===== config.mk =====
export PLATFORM = sky130hd
export DESIGN_NAME = memdep_matrix
export DESIGN_NICKNAME = d
export VERILOG_FILES = /design/src/rtl/memdep_matrix.sv
export SDC_FILE = /design/constraint.sdc
export NUM_CORES = 1
export LEC_CHECK = 0
export ABC_AREA = 1
export CAP_MARGIN = 25
export CORE_MARGIN = 2
export CORE_UTILIZATION = 50
export CTS_BUF_LIST = sky130_fd_sc_hd__clkbuf_16
export DETAILED_ROUTE_END_ITERATION = 8
export DONT_BUFFER_PORTS = 1
export GPL_ROUTABILITY_DRIVEN = 0
export GPL_TIMING_DRIVEN = 0
export PLACE_DENSITY = 0.66
export SLEW_MARGIN = 20
export SYNTH_ARGS = -nofsm -noshare
export SYNTH_HDL_FRONTEND = slang
export SYNTH_SLANG_ARGS = --single-unit

===== constraint.sdc =====
create_clock -name clk -period 4.12 [get_ports clk]
set_clock_uncertainty 0.2 [all_clocks]
set_input_delay 0.618 -clock clk [delete_from_list [all_inputs] [get_ports clk]]
set_output_delay 0.618 -clock clk [all_outputs]
set_load 0.02 [all_outputs]

===== src/rtl/memdep_matrix.sv =====
module memdep_matrix #(
  parameter int N      = 4,
  parameter int ISW    = 2,
  parameter int AW     = 32,
  parameter int CMP_LO = 4,
  parameter int CMP_HI = 11,
  localparam int UW    = (N > 1) ? $clog2(N) : 1,
  localparam int CW    = CMP_HI - CMP_LO + 1
) (
  input  logic             clk,
  input  logic             rst_n,
  input  logic [ISW-1:0]   iss_vld,
  input  logic [ISW*UW-1:0] iss_unit,
  input  logic [ISW-1:0]   iss_ld,
  input  logic [ISW-1:0]   iss_st,
  input  logic             agen_vld,
  input  logic [UW-1:0]    agen_unit,
  input  logic [AW-1:0]    agen_addr,
  input  logic [N-1:0]     cand,
  input  logic [N-1:0]     done,
  output logic [N-1:0]     go
);

  logic [N-1:0]  busy, is_ld, is_st, agd;
  logic [CW-1:0] tag  [N];
  logic [N-1:0]  dep  [N];

  logic [N-1:0]  live, hit, nld, nst;
  logic [N-1:0]  nrow [N];
  logic [N-1:0]  rlx  [N];

  assign live = busy & ~done;

  always_comb begin
    logic [N-1:0]  sld, sst;
    logic [UW-1:0] ui;
    hit = '0;
    nld = '0;
    nst = '0;
    sld = '0;
    sst = '0;
    for (int k = 0; k < N; k++) nrow[k] = '0;
    for (int s = 0; s < ISW; s++) begin
      ui = iss_unit[s*UW +: UW];
      if (iss_vld[s] && (int'(ui) < N) && !busy[ui] && !hit[ui]) begin
        hit[ui] = 1'b1;
        nld[ui] = iss_ld[s];
        nst[ui] = iss_st[s];
        if (iss_st[s])      nrow[ui] = (live & (is_ld | is_st)) | sld | sst;
        else if (iss_ld[s]) nrow[ui] = (live & is_st) | sst;
        sld[ui] = iss_ld[s];
        sst[ui] = iss_st[s];
      end
    end
  end

  always_comb begin
    for (int u = 0; u < N; u++)
      for (int v = 0; v < N; v++)
        rlx[u][v] = cand[u] & cand[v] & agd[u] & agd[v] & (tag[u] != tag[v]);
  end

  always_ff @(posedge clk or negedge rst_n) begin
    if (!rst_n) begin
      busy  <= '0;
      is_ld <= '0;
      is_st <= '0;
      agd   <= '0;
      for (int k = 0; k < N; k++) begin
        tag[k] <= '0;
        dep[k] <= '0;
      end
    end else begin
      for (int u = 0; u < N; u++) begin
        if (hit[u]) begin
          busy[u]  <= 1'b1;
          is_ld[u] <= nld[u];
          is_st[u] <= nst[u];
          agd[u]   <= 1'b0;
          dep[u]   <= nrow[u];
        end else if (done[u]) begin
          busy[u]  <= 1'b0;
          is_ld[u] <= 1'b0;
          is_st[u] <= 1'b0;
          agd[u]   <= 1'b0;
          dep[u]   <= '0;
        end else begin
          if (agen_vld && agen_unit == UW'(u) && busy[u]) begin
            agd[u] <= 1'b1;
            tag[u] <= agen_addr[CMP_HI:CMP_LO];
          end
          dep[u] <= dep[u] & ~done & ~rlx[u];
        end
      end
    end
  end

  for (genvar g = 0; g < N; g++) begin : g_go
    assign go[g] = busy[g] & agd[g] & ~(|dep[g]);

    a_r7_go_holds: assert property (@(posedge clk) disable iff (!rst_n)
      go[g] && !done[g] |=> go[g]);

    a_r3_no_self_wait: assert property (@(posedge clk) disable iff (!rst_n)
      !dep[g][g]);

    for (genvar h = 0; h < N; h++) begin : g_pair
      a_r6_wait_on_busy: assert property (@(posedge clk) disable iff (!rst_n)
        dep[g][h] |-> busy[h]);

      a_r2_loads_free: assert property (@(posedge clk) disable iff (!rst_n)
        busy[g] && busy[h] && is_ld[g] && !is_st[g] && is_ld[h] && !is_st[h] |-> !dep[g][h]);

      a_r8_wait_born_at_issue: assert property (@(posedge clk) disable iff (!rst_n)
        $rose(dep[g][h]) |-> $past(!busy[g]));

      a_r5_wait_falls_on_cause: assert property (@(posedge clk) disable iff (!rst_n)
        $fell(dep[g][h]) |-> $past(done[g] || done[h] ||
                                   (cand[g] && cand[h] && agd[g] && agd[h])));
    end
  end

endmodule


Word level (Yosys, flattened, before mapping) --
Index checks and enable logic that the tools add are counted.
Operators by class: reduce and logical (&&, ||, !) cells 37, eq/ne operators 15, multiplexer cells 68, bitwise gates (word level) 89, magnitude comparators 8
Operators with widths (number):
- 2-to-1 mux 16 bit | 6
- inequality test 8 bit | 12
- 2-to-1 mux 4 bit | 16
- bitwise AND 4 bit | 13
- bitwise AND 1 bit | 50
- 2-to-1 mux 1 bit | 34
- bitwise AND 16 bit | 2
- bitwise mux 16 bit | 2
- bitwise OR 4 bit | 5
- demux 4 bit (select 2 bit) | 2
- logical AND 1 bit | 16
- NOT 4 bit | 4
- OR reduction 4 bit | 4
- NOT 1 bit | 12
- AND reduction 3 bit | 4
- nonzero test 3 bit | 4
- binary-select mux 1 bit (select 2 bit) | 4
- bitwise mux 4 bit | 2
- nonzero test 2 bit | 4
- >= comparator 3 bit (second input constant) | 2
- < comparator 2 x 3 -> 1 bit (second input constant) | 2
- < comparator 3 x 1 -> 1 bit (second input constant) | 2
- NOT 2 -> 3 bit | 2
- demux 1 bit (select 2 bit) | 2
- other kinds (6) | 11
Storage, ports and cells: logic and storage cells 241, output and inout port bits 4, input bits 55, register bits 64

Logic depth before layout (Yosys ltp) --
word-level depth 14, gate-level depth with buffers 14, mapped depth without buffers 14

Least setup slack after synthesis --
No wires, ideal clock.
path kind reg2out, from register dep[0] (netlist name), to output port go[3], stages on the path, launching flop included 3, arrival 1323 ps, setup slack 1979 ps, required time 3302 ps, path buffers 0, cell sequence dfrtp_1 or4_1 nor3_1
On the way: cells in the longest elaborated chain, start to end 3
RTL lines:
- start, declared | RTL line 26 | logic [N-1:0] dep [N];
- start signal, assigned by index | RTL line 80 | dep[u] <= nrow[u];
- start signal, assigned by index | RTL line 92 | dep[u] <= dep[u] & ~done & ~rlx[u];
- OR reduction 4 bit | RTL line 99 | assign go[g] = busy[g] & agd[g] & ~(|dep[g]);
- NOT 1 bit | RTL line 99
- bitwise AND 1 bit | RTL line 99
- end, declared | RTL line 21 | output logic [N-1:0] go
Every way passes these cells.

Final worst setup path --
Same ends and word-level chain as after synthesis.

==> metrics.md <==
| Metric | Value |
|---|---|
| Worst-Margin Slew | 0.652 ns |
| Synth area leader | dfrtp_1 |
| Drt wl/cell | 17.5 um |
| Post-synth top area share | 38.7% |
| FMAX | 389 MHz |
| Initial DRC Count | 299 |
| CTS resizes | 0 |
| Ys Warns | 0 |
| Cell Rows | 33 |
| CP Data Arrival Time | 1.75 ns |
| Ys async rst share | 100% |
| Run status | completed |
| Final Hold Vio Count | 0 |
| Die W | 95.0 um |
| Max-slew violation count | 0 |
| Clk root buf | clkbuf_16 |
| Die area | 0.00903 sq mm |
| Hold_buf cts | 2 |
| Initial antenna violation count | 0 |
| Fin crit share | 62.4% |
| WL final | 12.2 mm |
| Setup crit start | dep[0] |
| Drt first pass iters | 6 |
| CP Launch Type | flip-flop |
| Synth area leaders | dfrtp_1, nand2_1, nand3_1 |
| Mapped Cells | 572 |
| Drc violations | 0 |
| Largest net degree at the start of global routing | 65 |
| Most frequent cell after synthesis | nand2_1 |
| Area of the multi-input gates | 0.00230 sq mm |
| Storage element area | 0.00160 sq mm |
| Grt ovf | 0 |
| Unrepaired setup endpoints after global routing | false |
| Worst VDD drop | 0.000225 V |
| CP Max Fanout | 2 |
| Reg2reg start | busy[0] |
| # fillers | 771 |
| Multiplexer share of the synthesized area | 0% |
| Relative slew slack | 56.2% |
| Cell leakage power | 2.26 nW |
| Postcts setup bufs | 0 |
| Port Buffers | 0 |
| Hold WS | 0.195 ns |
| Commonest cells post-synth | nand2_1, dfrtp_1, nand3_1 |
| Post-synth cell types | 36 |
| Hpwl dp | 9.20 mm |
| H-tree depth | 3 |
| Crit end category | primary output |
| Adder-cell share of the synthesized area | 0% |
| Max-Cap Viols | 0 |
| Avg Inst Size Synth | 7.24 sq um |
| Number of global-route vias before repair | 3941 |
| Cell Area, Synth | 0.00414 sq mm |
| Seq/Total Area, Yosys | 38.7% |
| Clock Tree Buf Depth | 2 |
| R2R Setup Slk | 1.93 ns |
| Worst Hold Launch | done[3] |
| EDFF count, synth | 0 |
| Io pins | 59 |
| Synth Area in Compound Gates | 11.6% |
| Area Growth Syn to Fin | 11.3% |
| Xor/xnor cell area share of the yosys netlist | 8.67% |
| Die height | 95.0 um |
| Core area | 0.00813 sq mm |
| Ys flop type | dfrtp_1 |
| Power per cell area | 493 mW/mm^2 |
| Initial Util | 50.9% |
| GRT Total Usage | 29.3% |
| Post-layout nets | 640 |
| CTS Sinks | 64 |
| Clock Pin Slew Worst Setup and Hold Paths | 0.05 ns |
| Net Count, Synth | 627 |
| Final cell count without fillers | 694 |
| Post-Synth Simple-Gate Area | 35.2% |
| Via count | 3984 |
| Critical path type | flip-flop to primary output |
| Setup violators final | 0 |
| CTS buffer count | 9 |
| CTS tree | built |
| Worst skew pair latency | 0.33 ns |
| #FFs+latches synth | 64 |
| Vias per cell | 5.74 |
| Worst EP required | 3.30 ns |
| Tot Pwr | 2.28 mW |
| Global-route wire length before repair | 20.0 mm |
| Antenna-violating nets left | 0 |
| Worst Hold Class | input pin to flip-flop |
| Post-route minimum period | 2.57 ns |
| Layout cell share with drive strength beyond 1 | 5.94% |
| Largest family of logic cells by synthesized area | simple AND/OR/NAND/NOR gates |
| Setup Total Neg Slack | 0 ns |
| Post-placement cell count | 677 |
| Ant. Diodes | 0 |
per-stage QoR:
step | setup slack [ns] | cell area, sq um | util, %
final | 1.55 | 4610 | 56.7
after detailed placement | 1.68 | 4270 | 52.5
after CTS | 1.52 | 4610 | 56.7
after floorplan | 1.98 | 4140 | -
after global placement | 1.70 | 4270 | 52.5
after global routing | 1.50 | 4610 | 56.7
flip-flops by register name, summed over array words and instances (netlist names):
name	count
agd	4
busy	4
dep	16
is_ld	4
is_st	4
tag	32
logic make-up (layout without fill, tap and decap cells):
kind of cell    after synthesis  count (layout)
flops                        64              64
simple gates                318             318
buf+inv                      63              80
xor+xnor                     41              41
compound gates               86              86
path summary, 6_finish.rpt:
kind / end / cells after the start
min in group asynchronous: tag[28] / 2
hold / removal: busy[3] / 1
setup / recovery: go[3] / 2
setup reg to reg: dep[0] / 11
hold reg to reg: dep[12] / 2
max in group asynchronous: tag[30] / 2
layout make-up:
type                       count  area share, %
sequential                    64           34.7
clock buffer                   9           4.88
inverter                      56           4.61
multi-input combinational    445           49.9
buffer                         7          0.624
clock inverter                 6           1.63
tap                          105           2.85
timing repair buffer           2          0.814
placed cells by master (no fill, tap or decap), types with 17 or more instances in the layout:
| cell type | n |
|---|---|
| nand3_1 | 52 |
| nand2_1 | 161 |
| xnor2_1 | 18 |
| nor2_1 | 41 |
| xor2_1 | 23 |
| inv_1 | 49 |
| nor3_1 | 17 |
| dfrtp_1 | 64 |
| o21ai_0 | 49 |
| nand4_1 | 22 |
critical path, stage by stage, from the launching register on:
cell and delay (ns):
dfrtp_1 0.38, or4_1 0.52, nor3_1 0.52
power by group:
| group | leakage (nW) | switching, mW | internal (mW) |
|---|---|---|---|
| Sequential | 0.848 | 0.168 | 0.741 |
| Clock | 0.145 | 0.271 | 0.518 |
| Combinational | 1.27 | 0.327 | 0.250 |
| Total | 2.26 | 0.766 | 1.51 |
per-layer routing:
metal | routed length [um] | vias to the layer above | part of all wire (%) | track usage (%)
li1 | - | 1929 | - | -
met1 | 4860 | 1850 | 40 | 35.4
met2 | 6030 | 166 | 50 | 51.2
met3 | 929 | 39 | 7.6 | 6.64
met4 | 352 | 0 | 2.9 | 10.4
met5 | 0 | - | 0 | 0
(Power assumes the default switching activity.)
